<file path="src/rtl/servo_pkg.sv">
package servo_pkg;

    typedef enum logic {
        FS_HOLD   = 1'b0,
        FS_PRESET = 1'b1
    } fs_policy_e;

    // Width of a down-counter index, at least one bit.
    function automatic int idx_w(input int n);
        return (n > 1) ? $clog2(n) : 1;
    endfunction

endpackage

</file>
<file path="src/rtl/servo_step_timer.sv">
module servo_step_timer #(
    parameter int CLK_DIV     = 4,
    parameter int FRAME_STEPS = 12000,
    parameter int STEP_W      = servo_pkg::idx_w(FRAME_STEPS)
) (
    input  logic              clk,
    input  logic              rst,
    output logic [STEP_W-1:0] step_cnt_o,
    output logic              frame_end_o
);
    localparam int              DIV_W = servo_pkg::idx_w(CLK_DIV);
    localparam logic [STEP_W-1:0] LAST = STEP_W'(FRAME_STEPS - 1);

    logic              tick;
    logic [STEP_W-1:0] step_q;

    generate
        if (CLK_DIV == 1) begin : g_nodiv
            assign tick = 1'b1;
        end else begin : g_div
            localparam logic [DIV_W-1:0] DLAST = DIV_W'(CLK_DIV - 1);
            logic [DIV_W-1:0] div_q;
            always_ff @(posedge clk) begin
                if (rst)              div_q <= '0;
                else if (div_q == DLAST) div_q <= '0;
                else                  div_q <= div_q + 1'b1;
            end
            assign tick = (div_q == DLAST);
        end
    endgenerate

    always_ff @(posedge clk) begin
        if (rst)       step_q <= '0;
        else if (tick) step_q <= (step_q == LAST) ? '0 : step_q + 1'b1;
    end

    assign step_cnt_o  = step_q;
    assign frame_end_o = tick & (step_q == LAST);


    wrap_zero_chk: assert property (@(posedge clk) disable iff (rst)
        frame_end_o |=> (step_cnt_o == '0));
endmodule

</file>
<file path="src/rtl/servo_loss_mon.sv">
module servo_loss_mon #(
    parameter int LOSS_W = 4
) (
    input  logic              clk,
    input  logic              rst,
    input  logic              bnd_i,
    input  logic              vld_i,
    input  logic [LOSS_W-1:0] lim_i,
    output logic              fs_next_o,
    output logic              fs_o
);
    localparam logic [LOSS_W-1:0] MISS_MAX = '1;

    logic              got_q, got_any, fs_q;
    logic [LOSS_W-1:0] miss_q, miss_inc, eff_lim;

    assign got_any  = got_q | vld_i;
    assign miss_inc = (miss_q == MISS_MAX) ? MISS_MAX : miss_q + 1'b1;
    assign eff_lim  = (lim_i == '0) ? LOSS_W'(1) : lim_i;
    assign fs_next_o = got_any ? 1'b0 : (fs_q | (miss_inc >= eff_lim));

    always_ff @(posedge clk) begin
        if (rst) begin
            got_q  <= 1'b0;
            miss_q <= '0;
            fs_q   <= 1'b1;
        end else if (bnd_i) begin
            got_q  <= 1'b0;
            miss_q <= got_any ? '0 : miss_inc;
            fs_q   <= fs_next_o;
        end else if (vld_i) begin
            got_q  <= 1'b1;
        end
    end

    assign fs_o = fs_q;


    fs_only_at_bnd_chk: assert property (@(posedge clk) disable iff (rst)
        !$stable(fs_q) |-> $past(bnd_i));

    fs_clear_cause_chk: assert property (@(posedge clk) disable iff (rst)
        $fell(fs_q) |-> ($past(got_q) || $past(vld_i)));
endmodule

</file>
<file path="src/rtl/servo_chan.sv">
module servo_chan #(
    parameter int POS_W     = 10,
    parameter int STEP_W    = 14,
    parameter int MIN_STEPS = 785
) (
    input  logic              clk,
    input  logic              rst,
    input  logic [POS_W-1:0]  lat_i,
    input  logic [STEP_W-1:0] step_cnt_i,
    output logic              pulse_o
);
    localparam int CMP_W = STEP_W + 1;

    logic [CMP_W-1:0] thr;

    assign thr     = CMP_W'(MIN_STEPS) + CMP_W'(lat_i);
    assign pulse_o = ({1'b0, step_cnt_i} < thr);


    rise_at_start_chk: assert property (@(posedge clk) disable iff (rst)
        $rose(pulse_o) |-> (step_cnt_i == '0));

    min_width_chk: assert property (@(posedge clk) disable iff (rst)
        $fell(pulse_o) |-> (CMP_W'(step_cnt_i) >= CMP_W'(MIN_STEPS)));
endmodule

</file>
<file path="src/rtl/servo_pulse_bank.sv">
module servo_pulse_bank #(
    parameter int N_CH        = 8,
    parameter int POS_W       = 10,
    parameter int CLK_DIV     = 4,
    parameter int MIN_STEPS   = 785,
    parameter int FRAME_STEPS = 12000,
    parameter int LOSS_W      = 4
) (
    input  logic                    clk,
    input  logic                    rst,
    input  logic [N_CH*POS_W-1:0]   pos_i,
    input  logic                    pos_vld_i,
    input  logic [N_CH*POS_W-1:0]   fs_pos_i,
    input  logic                    fs_sel_i,
    input  logic [LOSS_W-1:0]       loss_lim_i,
    output logic [N_CH-1:0]         pulse_o,
    output logic                    failsafe_o
);
    import servo_pkg::*;

    localparam int              STEP_W = idx_w(FRAME_STEPS);
    localparam logic [POS_W-1:0] MID   = POS_W'(1 << (POS_W - 1));

    logic [STEP_W-1:0]       step_cnt;
    logic                    frame_end, fs_next;
    logic [N_CH*POS_W-1:0]   held_q, lat_q, held_nx;
    fs_policy_e              policy;

    servo_step_timer #(.CLK_DIV(CLK_DIV), .FRAME_STEPS(FRAME_STEPS), .STEP_W(STEP_W)) u_tmr (
        .clk(clk), .rst(rst), .step_cnt_o(step_cnt), .frame_end_o(frame_end));

    servo_loss_mon #(.LOSS_W(LOSS_W)) u_loss (
        .clk(clk), .rst(rst), .bnd_i(frame_end), .vld_i(pos_vld_i),
        .lim_i(loss_lim_i), .fs_next_o(fs_next), .fs_o(failsafe_o));

    assign policy  = fs_policy_e'(fs_sel_i);
    assign held_nx = pos_vld_i ? pos_i : held_q;

    always_ff @(posedge clk) begin
        if (rst) begin
            held_q <= {N_CH{MID}};
            lat_q  <= {N_CH{MID}};
        end else begin
            held_q <= held_nx;
            if (frame_end)
                lat_q <= (fs_next && policy == FS_PRESET) ? fs_pos_i : held_nx;
        end
    end

    generate
        for (genvar k = 0; k < N_CH; k++) begin : g_ch
            servo_chan #(.POS_W(POS_W), .STEP_W(STEP_W), .MIN_STEPS(MIN_STEPS)) u_ch (
                .clk(clk), .rst(rst),
                .lat_i(lat_q[k*POS_W +: POS_W]),
                .step_cnt_i(step_cnt),
                .pulse_o(pulse_o[k]));
        end
    endgenerate


    rise_together_chk: assert property (@(posedge clk) disable iff (rst)
        (|(pulse_o & ~$past(pulse_o))) |-> (&pulse_o));

    lat_frozen_chk: assert property (@(posedge clk) disable iff (rst)
        (step_cnt != '0) |-> $stable(pulse_o & ~$past(pulse_o)) || !(|(pulse_o & ~$past(pulse_o))));
endmodule

</file>
<file path="config.mk">
export PLATFORM = sky130hd
export DESIGN_NAME = servo_pulse_bank
export DESIGN_NICKNAME = d
export VERILOG_FILES = /design/src/rtl/servo_pkg.sv /design/src/rtl/servo_step_timer.sv /design/src/rtl/servo_loss_mon.sv /design/src/rtl/servo_chan.sv /design/src/rtl/servo_pulse_bank.sv
export SDC_FILE = /design/constraint.sdc
export NUM_CORES = 1
export LEC_CHECK = 0
export ABC_CLOCK_PERIOD_IN_PS = 3200
export BUFFER_PORTS_ARGS = -buffer_cell sky130_fd_sc_hd__buf_2
export CORE_MARGIN = 4
export CORE_UTILIZATION = 47
export DETAILED_ROUTE_END_ITERATION = 16
export PLACE_DENSITY_LB_ADDON = 0.05
export SYNTH_ARGS = -nofsm -noshare
export SYNTH_HDL_FRONTEND = slang
export SYNTH_HIERARCHICAL = 1
export SYNTH_SLANG_ARGS = --single-unit
</file>
<file path="constraint.sdc">
create_clock -name clk -period 3.2 [get_ports clk]
set_clock_uncertainty 0.15 [all_clocks]
set_input_delay 0 -clock clk [delete_from_list [all_inputs] [get_ports clk]]
set_output_delay 0 -clock clk [all_outputs]
set_load 0.01 [all_outputs]
</file>
==> impl_metrics.env <==
export IMPL_multi_input_area_mm2=0.00656
export IMPL_synthTopCellsByArea="dfxtp_1 (34%), ha_1 (11%), mux2i_1 (6.5%)"
export IMPL_max_freq_mhz=342
export IMPL_antenna_cells=0
export IMPL_die_x_um=159
export IMPL_grt_ovfl_total=0
export IMPL_yosysMostFrequentCell="dfxtp_1"
export IMPL_clk_latency_ns=0.43
export IMPL_die_h_um=159
export IMPL_hold_viol=6
export IMPL_fin_nets=1836
export IMPL_crit_slowest_cell="dfxtp_1"
export IMPL_clkTransAtPathRegs_ns=0.08
export IMPL_post_cts_buffers=0
export IMPL_grt_total_usage=0.239
export IMPL_ant_nets=0
export IMPL_fin_crit_ns=2.92
export IMPL_pin_count=177
export IMPL_rsz0062_at_grt="no"
export IMPL_grt_busiest_layer="met2"
export IMPL_tns_ns=0
export IMPL_arrival_ns=3.05
export IMPL_start_util=0.483
export IMPL_regArea_mm2=0.00364
export IMPL_routed_wirelength_um=30200
export IMPL_maxSlewViolCount=0
export IMPL_grt_pass1_vias=9969
export IMPL_use_met3=0.0296
export IMPL_nFillCells=1868
export IMPL_syn_avg_cell_area_um2=8.67
export IMPL_wl_per_cell_um=16.2
export IMPL_path_buf_inv=1
export IMPL_final_cells=1863
export IMPL_grt_max_degree=117
export IMPL_dp_cells=1646
export IMPL_port_buffers=176
export IMPL_status="finished with violations"
export IMPL_timing_rr_start="u_loss/miss_q[0]$_SDFFE_PP0P_"
export IMPL_reg2reg_to="lat_q[33]$_SDFFE_PP0P_"
export IMPL_synth_area_mm2=0.0106
export IMPL_num_rows=54
export IMPL_cts_tree="yes"
export IMPL_ys_flop_type="dfxtp_1"
export IMPL_max_stage_delay_ns=0.40
export IMPL_hold_end="lat_q[23]$_SDFFE_PP0P_"
export IMPL_crit_chain="ha_1 > nand3_1 > and2_1 > ha_1 > or3b_1 > o2111ai_1 > a21boi_1 > nand2_2 > buf_12 > a2bb2oi_1 > a21oi_1"
export IMPL_dr_pass1_iters=4
export IMPL_cts_buffer_depth=2
export IMPL_grt_pass1_wl_um=48600
export IMPL_met1_usage=0.306
export IMPL_synth_seq_cells=182
export IMPL_worstMarginPinSlew_ns=0.955
export IMPL_synth_top_area_frac=0.342
export IMPL_ys_warn_count=6
export IMPL_grt_met2_usage=0.424
export IMPL_ir_worst_vdd_v=0.000362
export IMPL_synth_cells=1228
export IMPL_cts_buffers=17
export IMPL_slew_limit_headroom=0.363
export IMPL_drive_gt1_frac=0.159
export IMPL_synth_edf_count=0
export IMPL_total_power_uw=5310
export IMPL_cts_max_level=4
export IMPL_critPathRequiredTime_ns=3.32
export IMPL_dpl_cell_area_mm2=0.0118
export IMPL_syn2layout_area_growth_pct=34.7
export IMPL_finalSetupViolations=0
export IMPL_drcViolationCount=0
export IMPL_final_area_mm2=0.0143
export IMPL_synth_area_leader_cell="dfxtp_1"
export IMPL_leakage_uw=0.00602
export IMPL_crit_family="simple AND/OR/NAND/NOR gates"
export IMPL_hold_path_class="input pin to flop"
export IMPL_fin_crit_sh=0.913
export IMPL_critPathKind="flop to flop"
export IMPL_place_gp_congestion=0.767
export IMPL_dpl_hpwl_um=18100
export IMPL_failed_checks="negative hold slack"
export IMPL_core_mm2=0.0220
export IMPL_startpoint_type="flop"
export IMPL_min_from="rst"
export IMPL_path_max_fanout=35
export IMPL_antenna_found_initial=0
export IMPL_synthTopCellsByCount="dfxtp_1 (182), nor2_1 (134), nand2_1 (117)"
export IMPL_vias=9867
export IMPL_hold_depth=2
export IMPL_dieArea_mm2=0.0251
export IMPL_power_density_mw_per_mm2=371
export IMPL_drv_cap=0
export IMPL_avgViaCountPerCell=5.30
export IMPL_reg2reg_depth=11
export IMPL_cts_sink_count=182
export IMPL_cts_root_buf="clkbuf_16"
export IMPL_fin_hold_ws_ns=-0.0124
export IMPL_critPathCaptureType="flop"
export IMPL_crit_top_cell="ha_1"
export IMPL_syn_nets=1492
export IMPL_async_flop_share=0
export IMPL_ys_seq_area_frac=0.342
export IMPL_drt_iter0_drc=438
export IMPL_ys_types=51
export IMPL_timing_reg2reg_setup_slack_ns=0.28
power breakdown:
group,total [uW],switching [uW],internal (uW),leakage (uW)
combinational,596,237,360,0.00422
sequential,2350,16.5,2330,0.00148
clock,2370,973,1400,0.000312
total,5310,1230,4090,0.00602
timing repair:
action / CTS / global route
resized for setup: 0 / 1
hold buffers: 186 / 0
endpoints found under the setup margin: 0 / 68
endpoints found under the hold margin: 163 / 0
flip-flops by register name, summed over array words and instances (netlist names):
name / cells
u_tmr/step_cnt_o: 14
u_loss/fs_o: 1
u_tmr/g_div.div_q: 2
held_q: 80
u_loss/got_q: 1
u_loss/miss_q: 4
lat_q: 80
cells by family after synthesis:
kind of cell    share of synthesized area
compound gates                      0.180
xor+xnor                           0.0633
fa+ha+maj                           0.113
buf+inv                            0.0430
flops                               0.342
mux                                0.0691
simple gates                        0.190
per-layer routing:
metal  wire length (um)  vias to the layer above
met4                441                        0
met3               1020                       29
li1                   -                     5049
met2              14900                      204
met1              13900                     4585
met5                  0                        -
cell usage in the layout, fill, tap and decap left out, types with 12 or more instances in the layout:
cell,Yosys,routed
a2bb2oi_1,72,72
buf_4,7,23
buf_2,13,174
nand2_1,117,116
nand2b_1,70,70
nand4_1,23,23
xnor2_1,34,34
nand3_1,20,20
a21oi_1,115,115
mux2i_1,69,69
dfxtp_1,182,182
inv_1,26,26
clkbuf_16,0,18
nor2b_1,12,12
xor2_1,43,43
ha_1,96,96
nor3_1,22,22
o21ai_0,26,26
nor2_1,134,133
dlygate4sd3_1,0,186
metrics by stage:
step / setup slack [ns] / util
5_1_grt: 0.00900 / 0.651
6_report: 0.277 / 0.651
3_5_place_dp: 0.178 / 0.536
3_3_place_gp: 0.251 / 0.536
4_1_cts: 0.179 / 0.650
2_1_floorplan: 0.356 / -
final cells by class:
type / count / share of cell area
Tap cell: 280 / 0.0244
Sequential cell: 182 / 0.254
Timing Repair Buffer: 390 / 0.212
Clock inverter: 12 / 0.0152
Multi-Input combinational cell: 954 / 0.457
Clock buffer: 18 / 0.0299
Inverter: 27 / 0.00707
worst max-delay path by stage:
stage / from / end / cells after the start
after floorplan: u_tmr/step_cnt_o[1]$_SDFFE_PP0N_ / lat_q[10]$_SDFFE_PP0P_ / 9
after global placement: u_loss/miss_q[0]$_SDFFE_PP0P_ / lat_q[36]$_SDFFE_PP0P_ / 11
after detailed placement: u_loss/miss_q[0]$_SDFFE_PP0P_ / lat_q[33]$_SDFFE_PP0P_ / 11
after CTS: u_loss/miss_q[0]$_SDFFE_PP0P_ / lat_q[33]$_SDFFE_PP0P_ / 11
after global routing: u_loss/miss_q[0]$_SDFFE_PP0P_ / lat_q[33]$_SDFFE_PP0P_ / 11
final: u_loss/miss_q[0]$_SDFFE_PP0P_ / lat_q[33]$_SDFFE_PP0P_ / 11
Power figures use the tool's default switching activity.
